File: src/rtl/temp_bcd_pkg.sv
// Package: shared constants for the temperature formatter.
// Assumes a 16-bit word: sign at the MSB, a 9-bit whole field, a 4-bit sixteenths field.
package temp_bcd_pkg;
    localparam int WORD_W     = 16;
    localparam int WHOLE_LSB  = 7;
    localparam int WHOLE_W    = WORD_W - WHOLE_LSB;    // 9
    localparam int SIXT_LSB   = 3;
    localparam int SIXT_W     = WHOLE_LSB - SIXT_LSB;  // 4
    localparam int SIXT_STEP  = 625;                   // 1/16 in ten-thousandths
    localparam int SIXT_MAXV  = ((1 << SIXT_W) - 1) * SIXT_STEP;
    localparam int SIXT_VAL_W = $clog2(SIXT_MAXV + 1);
    localparam int WHOLE_DIG  = 4;
    localparam int FRAC_DIG   = 4;
    localparam int DIG_W      = 4 * (WHOLE_DIG + FRAC_DIG);
    localparam logic [7:0] DP_MASK = 8'b0001_0000;
endpackage

File: src/rtl/temp_frac_rom.sv
// Module: lookup from a sixteenths index to its value in ten-thousandths.
// Assumes STEP * (2**IDX_W - 1) fits in VAL_W bits. The table is computed, not written out.
module temp_frac_rom #(
    parameter int IDX_W = 4,
    parameter int STEP  = 625,
    parameter int VAL_W = 14
) (
    input  logic [IDX_W-1:0] idx_i,
    output logic [VAL_W-1:0] val_o
);
    localparam int ENTRIES = 1 << IDX_W;

    logic [VAL_W-1:0] table_q [ENTRIES];

    // Fill each table entry with its index times the step.
    for (genvar g = 0; g < ENTRIES; g++) begin : g_entry
        assign table_q[g] = VAL_W'(g * STEP);
    end

    // Read the selected entry.
    assign val_o = table_q[idx_i];
endmodule

File: src/rtl/temp_bin2bcd.sv
// Module: combinational binary-to-BCD converter using shift-and-add-3.
// Assumes DIGITS is large enough for 2**IN_W - 1. Larger values would lose their top digits.
module temp_bin2bcd #(
    parameter int IN_W   = 9,
    parameter int DIGITS = 4
) (
    input  logic [IN_W-1:0]     bin_i,
    output logic [DIGITS*4-1:0] bcd_o
);
    localparam int BCD_W = DIGITS * 4;

    // Shift-and-add-3 over every input bit, MSB first.
    function automatic logic [BCD_W-1:0] dabble(input logic [IN_W-1:0] b);
        logic [BCD_W+IN_W-1:0] sh;
        sh = {{BCD_W{1'b0}}, b};
        for (int i = 0; i < IN_W; i++) begin
            for (int d = 0; d < DIGITS; d++) begin
                if (sh[IN_W + 4*d +: 4] >= 4'd5)
                    sh[IN_W + 4*d +: 4] = sh[IN_W + 4*d +: 4] + 4'd3;
            end
            sh = sh << 1;
        end
        return sh[IN_W +: BCD_W];
    endfunction

    // Drive the converted digits.
    assign bcd_o = dabble(bin_i);
endmodule

File: src/rtl/temp_bcd_fmt.sv
// Module: registered converter from a signed fixed-point temperature to eight BCD digits.
// Assumes convert_i is a single-cycle strobe. Negative words are shown as zero. Reset is synchronous, active low.
module temp_bcd_fmt
    import temp_bcd_pkg::*;
(
    input  logic              clk,
    input  logic              rst_n,
    input  logic              convert_i,
    input  logic [WORD_W-1:0] temp_i,
    output logic [DIG_W-1:0]  digits_o,
    output logic [7:0]        dp_mask_o,
    output logic              valid_o
);
    logic [WHOLE_W-1:0]    whole_bin;
    logic [SIXT_W-1:0]     sixt_idx;
    logic [SIXT_VAL_W-1:0] sixt_val;
    logic [WHOLE_DIG*4-1:0] whole_bcd;
    logic [FRAC_DIG*4-1:0]  frac_bcd;
    logic                  unused_pad;

    // Split the word into its fields. The low pad bits are deliberately dropped.
    assign whole_bin  = temp_i[WORD_W-1:WHOLE_LSB];
    assign sixt_idx   = temp_i[WHOLE_LSB-1:SIXT_LSB];
    assign unused_pad = ^temp_i[SIXT_LSB-1:0];

    temp_frac_rom #(
        .IDX_W (SIXT_W),
        .STEP  (SIXT_STEP),
        .VAL_W (SIXT_VAL_W)
    ) u_rom (
        .idx_i (sixt_idx),
        .val_o (sixt_val)
    );

    temp_bin2bcd #(
        .IN_W   (WHOLE_W),
        .DIGITS (WHOLE_DIG)
    ) u_whole (
        .bin_i (whole_bin),
        .bcd_o (whole_bcd)
    );

    temp_bin2bcd #(
        .IN_W   (SIXT_VAL_W),
        .DIGITS (FRAC_DIG)
    ) u_frac (
        .bin_i (sixt_val),
        .bcd_o (frac_bcd)
    );

    // Capture the digits on a strobe, clamp negative words to zero, and pulse valid.
    always_ff @(posedge clk) begin
        if (!rst_n) begin
            digits_o <= '0;
            valid_o  <= 1'b0;
        end else begin
            valid_o <= convert_i;
            if (convert_i) begin
                if (temp_i[WORD_W-1])
                    digits_o <= '0;
                else
                    digits_o <= {whole_bcd, frac_bcd};
            end
        end
    end

    // The decimal point is fixed after the fourth digit.
    assign dp_mask_o = DP_MASK;
endmodule

File: config.mk
export PLATFORM = sky130hd
export DESIGN_NAME = temp_bcd_fmt
export DESIGN_NICKNAME = d
export VERILOG_FILES = /design/src/rtl/temp_bcd_pkg.sv /design/src/rtl/temp_frac_rom.sv /design/src/rtl/temp_bin2bcd.sv /design/src/rtl/temp_bcd_fmt.sv
export SDC_FILE = /design/constraint.sdc
export NUM_CORES = 1
export LEC_CHECK = 0
export BUFFER_PORTS_ARGS = -buffer_cell sky130_fd_sc_hd__buf_4
export CORE_ASPECT_RATIO = 1.25
export CORE_MARGIN = 3
export CORE_UTILIZATION = 45
export CTS_CLUSTER_SIZE = 28
export DETAILED_ROUTE_END_ITERATION = 8
export SYNTH_ARGS = -nofsm -noshare
export SYNTH_HDL_FRONTEND = slang
export SYNTH_SLANG_ARGS = --single-unit
File: constraint.sdc
create_clock -name clk -period 26.4 [get_ports clk]
set_clock_uncertainty 0.2 [all_clocks]
set_input_delay 3.96 -clock clk [delete_from_list [all_inputs] [get_ports clk]]
set_output_delay 3.96 -clock clk [all_outputs]
set_load 0.05 [all_outputs]
Word level (Yosys, flattened, before mapping)
Memory sizes are Yosys's and may differ from the RTL's.
Index checks and enable logic that the tools add are counted.
- register bits: 33
- memory bits (read-only): 224
- input port bits: 19
- output and inout port bits: 41
- word-level logic and storage cells: 224
- memories kept: 1
- add/subtract/negate cells: 72
- order comparisons: 73
- mux-type cells: 75
- bitwise logic cells: 1
- memory list (name ; words ; width ; read ports ; clocked after memory_dff ; wr ports ; line ; RTL):
    (no name shown) ; 16 ; 14 ; 1 ; 0 ; 0 ; temp_frac_rom.sv:21 ; assign val_o = table_q[idx_i];
- operators by type and width (cell ; count):
    4-bit by 3-bit >= comparator with 1-bit output (second input constant) ; 64
    4-bit 2-to-1 mux ; 54
    4-bit by 2-bit adder with 4-bit output (second input constant) ; 51
    3-bit 2-to-1 mux ; 18
    3-bit by 2-bit adder with 3-bit output (second input constant) ; 13
    32-bit 2-to-1 mux ; 1
    14-bit 2-to-1 mux ; 2
    1-bit by 2-bit adder with 3-bit output (second input constant) ; 5
    1-bit by 3-bit >= comparator with 1-bit output (second input constant) ; 5
    1-bit by 2-bit adder with 3-bit output (both inputs constant) ; 3
    1-bit by 3-bit >= comparator with 1-bit output (both inputs constant) ; 3
    5-bit >= comparator (second input constant) ; 1
    4-bit NOT with 5-bit output ; 1

Depth between registers and ports, before layout
Gate-level depths: netlist of run 1.
- depth in word-level cells: 31
- depth in mapped cells: 58
- mapped depth without buffers: 58

Modules after synthesis
A second synthesis of run 1 with hierarchy kept.
- cells, all modules: 944
- area total of the unflattened synthesis: 7034.2 um2
- by module, submodules not included (module ; times used ; cells each ; area each (um2) ; sequential area each (um2)):
    temp_bin2bcd (u_frac) ; 1 ; 567 ; 3976.3 ; 0.0
    temp_bcd_fmt ; 1 ; 154 ; 1438.9 ; 660.6
    temp_bin2bcd (u_whole) ; 1 ; 183 ; 1307.5 ; 0.0
    temp_frac_rom ; 1 ; 40 ; 311.5 ; 0.0

Worst setup path after synthesis of run 1
Ideal clock, no wire load.
- path kind: input to register
- start: input temp_i[5]
- end: register digits_o[9]
- library setup time: 0.122 ns
- arrival: 14.127 ns
- data required time: 26.078 ns
- path slack: 11.951 ns
- stages on the path: 55
- buffers on the path: 1
- cells stage by stage: buf_2 nor3b_1 nor2_1 ha_1 inv_1 ha_1 a31oi_1 or3_1 and2_1 ha_1 nand2b_1 a32o_1 o21ai_0 nand2_1 ha_1 nand2b_1 nand2_1 o211ai_1 (+19 left out) inv_1 nand2_1 or3b_2 a31oi_1 mux2_2 ha_1 inv_1 a21oi_1 o22a_1 inv_1 ha_1 o21a_1 o31ai_1 ha_1 nor2b_1 nor3_1 o211a_1 a221o_1
- longest elaborated chain between the ends: 31
- elaborated cells on any way between the ends: 98
- classes of those cells: 31 x add/sub; 31 x order compare; 34 x mux; 1 x bitwise; 1 x memory
- RTL lines (item ; line ; RTL):
    start: declaration ; temp_bcd_fmt.sv:9 ; input logic [WORD_W-1:0] temp_i,
    4-bit NOT with 5-bit output (implied by the code) (*) ; temp_frac_rom.sv:21 ;
    memory 16 x 14 bit (*) ; n/a ;
    14-bit 2-to-1 mux (implied by the code) (*) (2 in series) ; temp_frac_rom.sv:21 ;
    1-bit by 3-bit >= comparator with 1-bit output / 1-bit by 2-bit adder with 3-bit output (equally long branches) ; temp_bin2bcd.sv:18, temp_bin2bcd.sv:19 ;
    3-bit 2-to-1 mux ; temp_bin2bcd.sv:18 ; if (sh[IN_W + 4*d +: 4] >= 4'd5)
    4-bit by 2-bit adder with 4-bit output / 4-bit by 3-bit >= comparator with 1-bit output (equally long branches) ; temp_bin2bcd.sv:19, temp_bin2bcd.sv:18 ;
    4-bit 2-to-1 mux ; temp_bin2bcd.sv:18 ;
    4-bit by 2-bit adder with 4-bit output / 4-bit by 3-bit >= comparator with 1-bit output (equally long branches) ; temp_bin2bcd.sv:19, temp_bin2bcd.sv:18 ;
    (+14 left out) ; n/a ;
    4-bit 2-to-1 mux ; temp_bin2bcd.sv:18 ;
    4-bit by 2-bit adder with 4-bit output / 4-bit by 3-bit >= comparator with 1-bit output (equally long branches) ; temp_bin2bcd.sv:19, temp_bin2bcd.sv:18 ;
    4-bit 2-to-1 mux ; temp_bin2bcd.sv:18 ;
    4-bit by 2-bit adder with 4-bit output / 4-bit by 3-bit >= comparator with 1-bit output (equally long branches) ; temp_bin2bcd.sv:19, temp_bin2bcd.sv:18 ;
    4-bit 2-to-1 mux ; temp_bin2bcd.sv:18 ;
    4-bit by 2-bit adder with 4-bit output / 4-bit by 3-bit >= comparator with 1-bit output (equally long branches) ; temp_bin2bcd.sv:19, temp_bin2bcd.sv:18 ;
    4-bit 2-to-1 mux (*) ; temp_bin2bcd.sv:18 ;
    32-bit 2-to-1 mux (*) ; temp_bcd_fmt.sv:59 ; if (temp_i[WORD_W-1])
    end signal: assignment ; temp_bcd_fmt.sv:62 ; digits_o <= {whole_bcd, frac_bcd};
    end: declaration ; temp_bcd_fmt.sv:10 ; output logic [DIG_W-1:0] digits_o,
Mark *: on every way between the ends. The rest lies on a longest branch, timed or not. The select of a mux whose other input is x is not followed.
A chain may end at the register's enable or synchronous reset.

Final worst setup path of run 1
- start: input temp_i[3]
- end: register digits_o[10]
- longest elaborated chain between the ends: 31
- elaborated cells on any way between the ends: 98
- classes of those cells: 31 x add/sub; 31 x order compare; 34 x mux; 1 x bitwise; 1 x memory
- RTL lines (item ; line):
    4-bit NOT with 5-bit output (implied by the code) (*) ; temp_frac_rom.sv:21
    memory 16 x 14 bit (*) ; n/a
    14-bit 2-to-1 mux (implied by the code) (*) (2 in series) ; temp_frac_rom.sv:21
    1-bit by 3-bit >= comparator with 1-bit output / 1-bit by 2-bit adder with 3-bit output (equally long branches) ; temp_bin2bcd.sv:18, temp_bin2bcd.sv:19
    3-bit 2-to-1 mux ; temp_bin2bcd.sv:18
    4-bit by 2-bit adder with 4-bit output / 4-bit by 3-bit >= comparator with 1-bit output (equally long branches) ; temp_bin2bcd.sv:19, temp_bin2bcd.sv:18
    4-bit 2-to-1 mux ; temp_bin2bcd.sv:18
    4-bit by 2-bit adder with 4-bit output / 4-bit by 3-bit >= comparator with 1-bit output (equally long branches) ; temp_bin2bcd.sv:19, temp_bin2bcd.sv:18
    (+14 left out) ; n/a
    4-bit 2-to-1 mux ; temp_bin2bcd.sv:18
    4-bit by 2-bit adder with 4-bit output / 4-bit by 3-bit >= comparator with 1-bit output (equally long branches) ; temp_bin2bcd.sv:19, temp_bin2bcd.sv:18
    4-bit 2-to-1 mux ; temp_bin2bcd.sv:18
    4-bit by 2-bit adder with 4-bit output / 4-bit by 3-bit >= comparator with 1-bit output (equally long branches) ; temp_bin2bcd.sv:19, temp_bin2bcd.sv:18
    4-bit 2-to-1 mux ; temp_bin2bcd.sv:18
    4-bit by 2-bit adder with 4-bit output / 4-bit by 3-bit >= comparator with 1-bit output (equally long branches) ; temp_bin2bcd.sv:19, temp_bin2bcd.sv:18
    4-bit 2-to-1 mux (*) ; temp_bin2bcd.sv:18
    32-bit 2-to-1 mux (*) ; temp_bcd_fmt.sv:59
Marks and branches as above.

==> results of run 1 <==
## area by class of cell
cell class,count,area share (%)
multi-input cells,598,76.7
flip-flops and latches,28,9.70
repair buffers,43,5.58
inverters,58,3.77
well taps,135,2.92
clock buffers,3,1.30
## path summary, 6_finish.rpt
check | depth (start not counted) | slack, ps | start | end
max | 59 | 10230 | temp_i[3] | digits_o[10]
min | 2 | 270 | digits_o[13] | digits_o[13]
max reg2reg | 2 | 25390 | digits_o[3] | digits_o[3]
min reg2reg | 2 | 270 | digits_o[13] | digits_o[13]
## metal layers
layer  track usage [%]  vias up
met1              23.0     2353
met5                 0        -
met4              4.27        0
met2              34.0       68
li1                  -     2575
met3              1.91       11
## worst register-to-register path, stage by stage (launching register included)
cell     delay (ps)
dfxtp_1         310
nor2b_1         120
o31a_1          280
## flip-flops by register name, indices dropped and copies added (netlist names)
register	flops
valid_o	1
digits_o	27
## logic make-up after synthesis
kind of cell             after synthesis  share of synthesized area [%]
AND/OR/NAND/NOR                      227                           22.1
AO/OA/AOI/OAI                        197                           26.5
buffers and inverters                 80                           6.80
adder cells (fa/ha/maj)               75                           17.7
multiplexers                          54                           10.9
XOR/XNOR                              32                           5.41
flip-flops                            28                           10.5
other                                  2                          0.141
## layout by cell type, fill, tap and decap left out, types with 4 or more instances in the layout
cell type	synthesis	final
inv_1	54	54
or3_1	7	7
nor2_1	47	47
nand3_1	12	12
nor3_1	11	11
inv_2	4	4
nand4_1	7	7
o21ai_0	38	38
xor2_1	6	6
a32oi_1	5	5
mux2_2	15	15
a211o_1	5	5
mux2i_1	36	36
a22oi_1	5	5
a21oi_1	34	34
and2_1	12	12
dfxtp_1	28	28
nand2b_1	23	23
o221ai_1	5	5
buf_4	14	43
ha_1	75	75
nor2b_1	21	21
a31oi_1	5	5
a21o_1	9	9
xnor2_1	25	25
o211ai_1	15	15
nand2_1	62	62
a22o_1	4	4
o21a_1	6	6
o2111ai_1	4	4
conb_1	2	13
a21boi_0	13	13
## per-stage QoR
stage | cell area, sq um | hold slack [ps] | util (%) | std cells | setup slack (ps)
final | 5780 | 269 | 51.2 | 865 | 10230
after global routing | 5780 | 286 | 51.2 | 865 | 9120
after CTS | 5780 | 276 | 51.2 | 865 | 10300
after detailed placement | 5710 | 253 | 50.5 | 862 | 10120
after global placement | 5710 | 247 | 50.5 | 862 | 10400
after floorplan | 5360 | 473 | - | 706 | 11950
==> flow_metrics.env, run 1 <==
export IMPL_firstDrtPassIters=4
export IMPL_ctsHoldBuffers=0
export IMPL_drcViolationCount=0
export IMPL_fin_crit_sh_pct=61.3
export IMPL_synthDistinctLibCells=79
export IMPL_regArea_sq_um=561
export IMPL_period_minus_slack_ps=16170
export IMPL_syn_to_final_growth_pct=8.73
export IMPL_fin_nets=826
export IMPL_wire_per_inst_microns=14.1
export IMPL_crit_path_start_kind="input pin"
export IMPL_synth_top_area_share_pct=17.7
export IMPL_synth_edf_count=0
export IMPL_grt_usage_pct=18.6
export IMPL_finalSetupViolations=0
export IMPL_fmax_mhz=61.8
export IMPL_maxSlewViolCount=0
export IMPL_core_area_sq_um=11300
export IMPL_ys_top_cells_by_count="ha_1 (75), nand2_1 (62), inv_1 (54)"
export IMPL_drt_vias_per_instance=5.79
export IMPL_arrival_ps=16160
export IMPL_placementRows=43
export IMPL_cts_setup_buffers=0
export IMPL_grt_overflow_total=0
export IMPL_post_dp_hpwl_microns=10100
export IMPL_cts_resized_gates=0
export IMPL_critPathBufInv=7
export IMPL_crit_family="compound AO/OA/AOI/OAI gates"
export IMPL_ys_async_sr_fraction_pct=0
export IMPL_clockBufferDepth=2
export IMPL_drt_wl_total_microns=12200
export IMPL_slowest_delay_ps=560
export IMPL_tns_ps=0
export IMPL_fillers=1140
export IMPL_syn_inst=695
export IMPL_drt_iter0_drc=175
export IMPL_yosysTopAreaCell="ha_1"
export IMPL_synth_area_leaders="ha_1 (18%), dfxtp_1 (11%), mux2i_1 (6.8%)"
export IMPL_required_ps=26390
export IMPL_multi_input_area_sq_um=4440
export IMPL_cts_tree="yes"
export IMPL_crit_fanout=10
export IMPL_outcome="complete, no violations"
export IMPL_wl_met1_microns=5540
export IMPL_worstSkewPairLatency_ps=260
export IMPL_ant_nets=0
export IMPL_wl_met3_microns=328
export IMPL_initial_core_util_pct=47.1
export IMPL_grt_pass1_wl_microns=21000
export IMPL_worst_setup_path_end_kind="flop"
export IMPL_maxUsedRoutingLayer="met4"
export IMPL_grt_max_degree=19
export IMPL_min_path_type="flop to flop"
export IMPL_place_congestion=0.812
export IMPL_synth_main_ff_cell="dfxtp_1"
export IMPL_drv_cap=0
export IMPL_num_vias=5007
export IMPL_critical_path_class="input pin to flop"
export IMPL_synth_area_per_cell_sq_um=7.65
export IMPL_tightest_slew_ps=959
export IMPL_dieWidth_microns=103
export IMPL_cp_slowest_cell="o31ai_1"
export IMPL_yosys_warnings=0
export IMPL_slew_headroom_pct=35.9
export IMPL_ys_seq_elements=28
export IMPL_wl_met2_microns=6120
export IMPL_ys_seq_area_share_pct=10.5
export IMPL_htree_num_levels=1
export IMPL_syn_cell_area_sq_um=5320
export IMPL_drive_gt1_share_pct=12.3
export IMPL_io_buffers=43
export IMPL_cts_sinks=28
export IMPL_ioPinCount=60
export IMPL_cts_buffers=3
export IMPL_rsz0062_at_grt="no"
export IMPL_cts_root_buf="clkbuf_16"
export IMPL_first_global_vias=4918
export IMPL_yosysMostFrequentCell="ha_1"
export IMPL_antenna_found_initial=0
export IMPL_clk_pin_slew_ps=70
export IMPL_report_final_hold_viol_count=0
export IMPL_cpMostUsedCell="ha_1"
export IMPL_diodes=0
export IMPL_die_h_microns=128
export IMPL_dieArea_sq_um=13200
Power of run 1 is left out: the tool's default activity adds up to more than one toggle a clock period on the data nets, which glitch-free logic cannot reach.
==> inputs of run 2 (changes only) <==
Settings changed: ABC_AREA from default to 1.
Clock period 26.4 ns to 16.6 ns, I/O delays scaled along.
==> flow_metrics.env, run 2 <==
export IMPL_outcome="complete, no violations"
export IMPL_core_area_sq_um=11200
export IMPL_drt_wl_total_microns=10400
export IMPL_cts_sinks=28
export IMPL_ioPinCount=60
export IMPL_fin_crit_sh_pct=73.9
export IMPL_grt_pass1_wl_microns=18700
export IMPL_regToRegEndpoint="digits_o[0]"
export IMPL_num_vias=4901
export IMPL_die_h_microns=126
export IMPL_syn_to_final_growth_pct=8.59
export IMPL_yosysMostFrequentCell="nand2_1"
export IMPL_worst_setup_path_end_kind="flop"
export IMPL_cts_setup_buffers=0
export IMPL_synth_top_area_share_pct=18.0
export IMPL_syn_inst=823
export IMPL_cp_slowest_cell="ha_1"
export IMPL_wire_per_inst_microns=10.5
export IMPL_reg_largest_list="digits_o x27, valid_o x1"
export IMPL_ctsHoldBuffers=0
export IMPL_largest_register="digits_o"
export IMPL_ys_top_cells_by_count="nand2_1 (194), inv_1 (139), ha_1 (75)"
export IMPL_synth_edf_count=0
export IMPL_grt_overflow_total=0
export IMPL_report_final_hold_viol_count=0
export IMPL_drcViolationCount=0
export IMPL_synth_area_leaders="ha_1 (18%), nand2_1 (14%), dfxtp_1 (11%)"
export IMPL_synth_area_per_cell_sq_um=6.34
export IMPL_slowest_delay_ps=300
export IMPL_yosysTopAreaCell="ha_1"
export IMPL_tns_ps=0
export IMPL_drt_iter0_drc=173
export IMPL_worstSkewPairLatency_ps=260
export IMPL_io_buffers=43
export IMPL_period_minus_slack_ps=12260
export IMPL_firstDrtPassIters=4
export IMPL_yosys_warnings=0
export IMPL_min_from="digits_o[26]"
export IMPL_ys_seq_elements=28
export IMPL_most_common_layout_cells="nand2_1 (194), inv_1 (139), ha_1 (75)"
export IMPL_tightest_slew_ps=826
export IMPL_rr_startpoint="digits_o[0]"
export IMPL_synth_main_ff_cell="dfxtp_1"
export IMPL_min_path_type="flop to flop"
export IMPL_synthDistinctLibCells=48
export IMPL_crit_fanout=15
export IMPL_rsz0062_at_grt="no"
export IMPL_drive_gt1_share_pct=18.4
export IMPL_finalSetupViolations=0
export IMPL_hold_end="digits_o[26]"
export IMPL_fmax_mhz=81.6
export IMPL_required_ps=16580
export IMPL_syn_cell_area_sq_um=5210
export IMPL_cts_root_buf="clkbuf_16"
export IMPL_cts_buffers=3
export IMPL_place_congestion=0.877
export IMPL_fillers=1128
export IMPL_fin_nets=955
export IMPL_maxSlewViolCount=0
export IMPL_dieArea_sq_um=12900
export IMPL_critical_path_class="input pin to flop"
export IMPL_htree_num_levels=1
export IMPL_grt_max_degree=28
export IMPL_mostFrequentLayoutCell="nand2_1"
export IMPL_crit_path_start_kind="input pin"
export IMPL_cts_tree="yes"
export IMPL_ys_seq_area_share_pct=10.8
export IMPL_arrival_ps=12240
export IMPL_setup_worst_path_start="temp_i[5]"
export IMPL_ant_nets=0
export IMPL_whs_path_depth=2
export IMPL_drt_vias_per_instance=4.93
export IMPL_placementRows=43
export IMPL_drv_cap=0
export IMPL_r2r_slack_ps=15720
export IMPL_reg2reg_depth=2
export IMPL_dieWidth_microns=102
export IMPL_antenna_found_initial=0
export IMPL_utilization_pct=50.6
export IMPL_largest_register_ffs=27
export IMPL_clockBufferDepth=2
export IMPL_slew_headroom_pct=44.8
export IMPL_crit_family="simple AND/OR/NAND/NOR gates"
export IMPL_ys_async_sr_fraction_pct=0
export IMPL_first_global_vias=4632
export IMPL_clk_pin_slew_ps=70
export IMPL_diodes=0
export IMPL_critPathBufInv=15
export IMPL_post_dp_hpwl_microns=8830
export IMPL_cpMostUsedCell="nand2_1"
export IMPL_cts_resized_gates=0
export IMPL_initial_core_util_pct=46.6
export IMPL_grt_usage_pct=16.5
run 2: tightest hold or removal path, delay by kind of cell (launching register included):
family           cells  cell delay [ps]
AND/OR/NAND/NOR      2               80
flip-flops           1              310
run 2: cells by family after synthesis:
family | after synthesis | synth area share [%]
and+or+nand+nor | 388 | 36.2
buffers and inverters | 174 | 14.4
AOI/OAI and AO/OA | 137 | 16.2
adders and majority gates | 75 | 18.0
DFF | 28 | 10.8
xor gates and xnor gates | 18 | 4.03
other | 2 | 0.144
muxes | 1 | 0.192
run 2: worst max-delay path by stage:
stage                              to  slack (ps)  depth (start not counted)
after floorplan           digits_o[9]        5250                         78
after global placement    digits_o[9]        4380                         79
after detailed placement  digits_o[9]        4050                         79
after CTS                 digits_o[9]        4290                         79
after global routing      digits_o[9]        3200                         82
final                     digits_o[9]        4340                         79
run 2: metal layers:
metal / GRT usage [%] / wire length, microns
met3: 0.880 / 220
met2: 31.7 / 5240
met5: 0 / 0
met4: 1.93 / 94
met1: 20.5 / 4890
run 2: layout make-up:
cell class                      instances  area (sq um)  share of cell area [%]
Timing Repair Buffer                   43           323                    5.70
Tap cell                              135           169                    2.98
Multi-Input combinational cell        632          3940                    69.7
Inverter                              153           577                    10.2
Clock buffer                            4          88.8                    1.57
Sequential cell                        28           561                    9.90
run 2: per-stage QoR:
stage | setup slack (ps) | instance area [sq um] | hold slack, ps | cells
after CTS | 4290 | 5660 | 237 | 995
after global routing | 3200 | 5660 | 268 | 995
after floorplan | 5250 | 5260 | 445 | 834
after global placement | 4380 | 5570 | 217 | 991
after detailed placement | 4050 | 5570 | 226 | 991
final | 4340 | 5660 | 234 | 995
Power of run 2 is left out for the same reason.
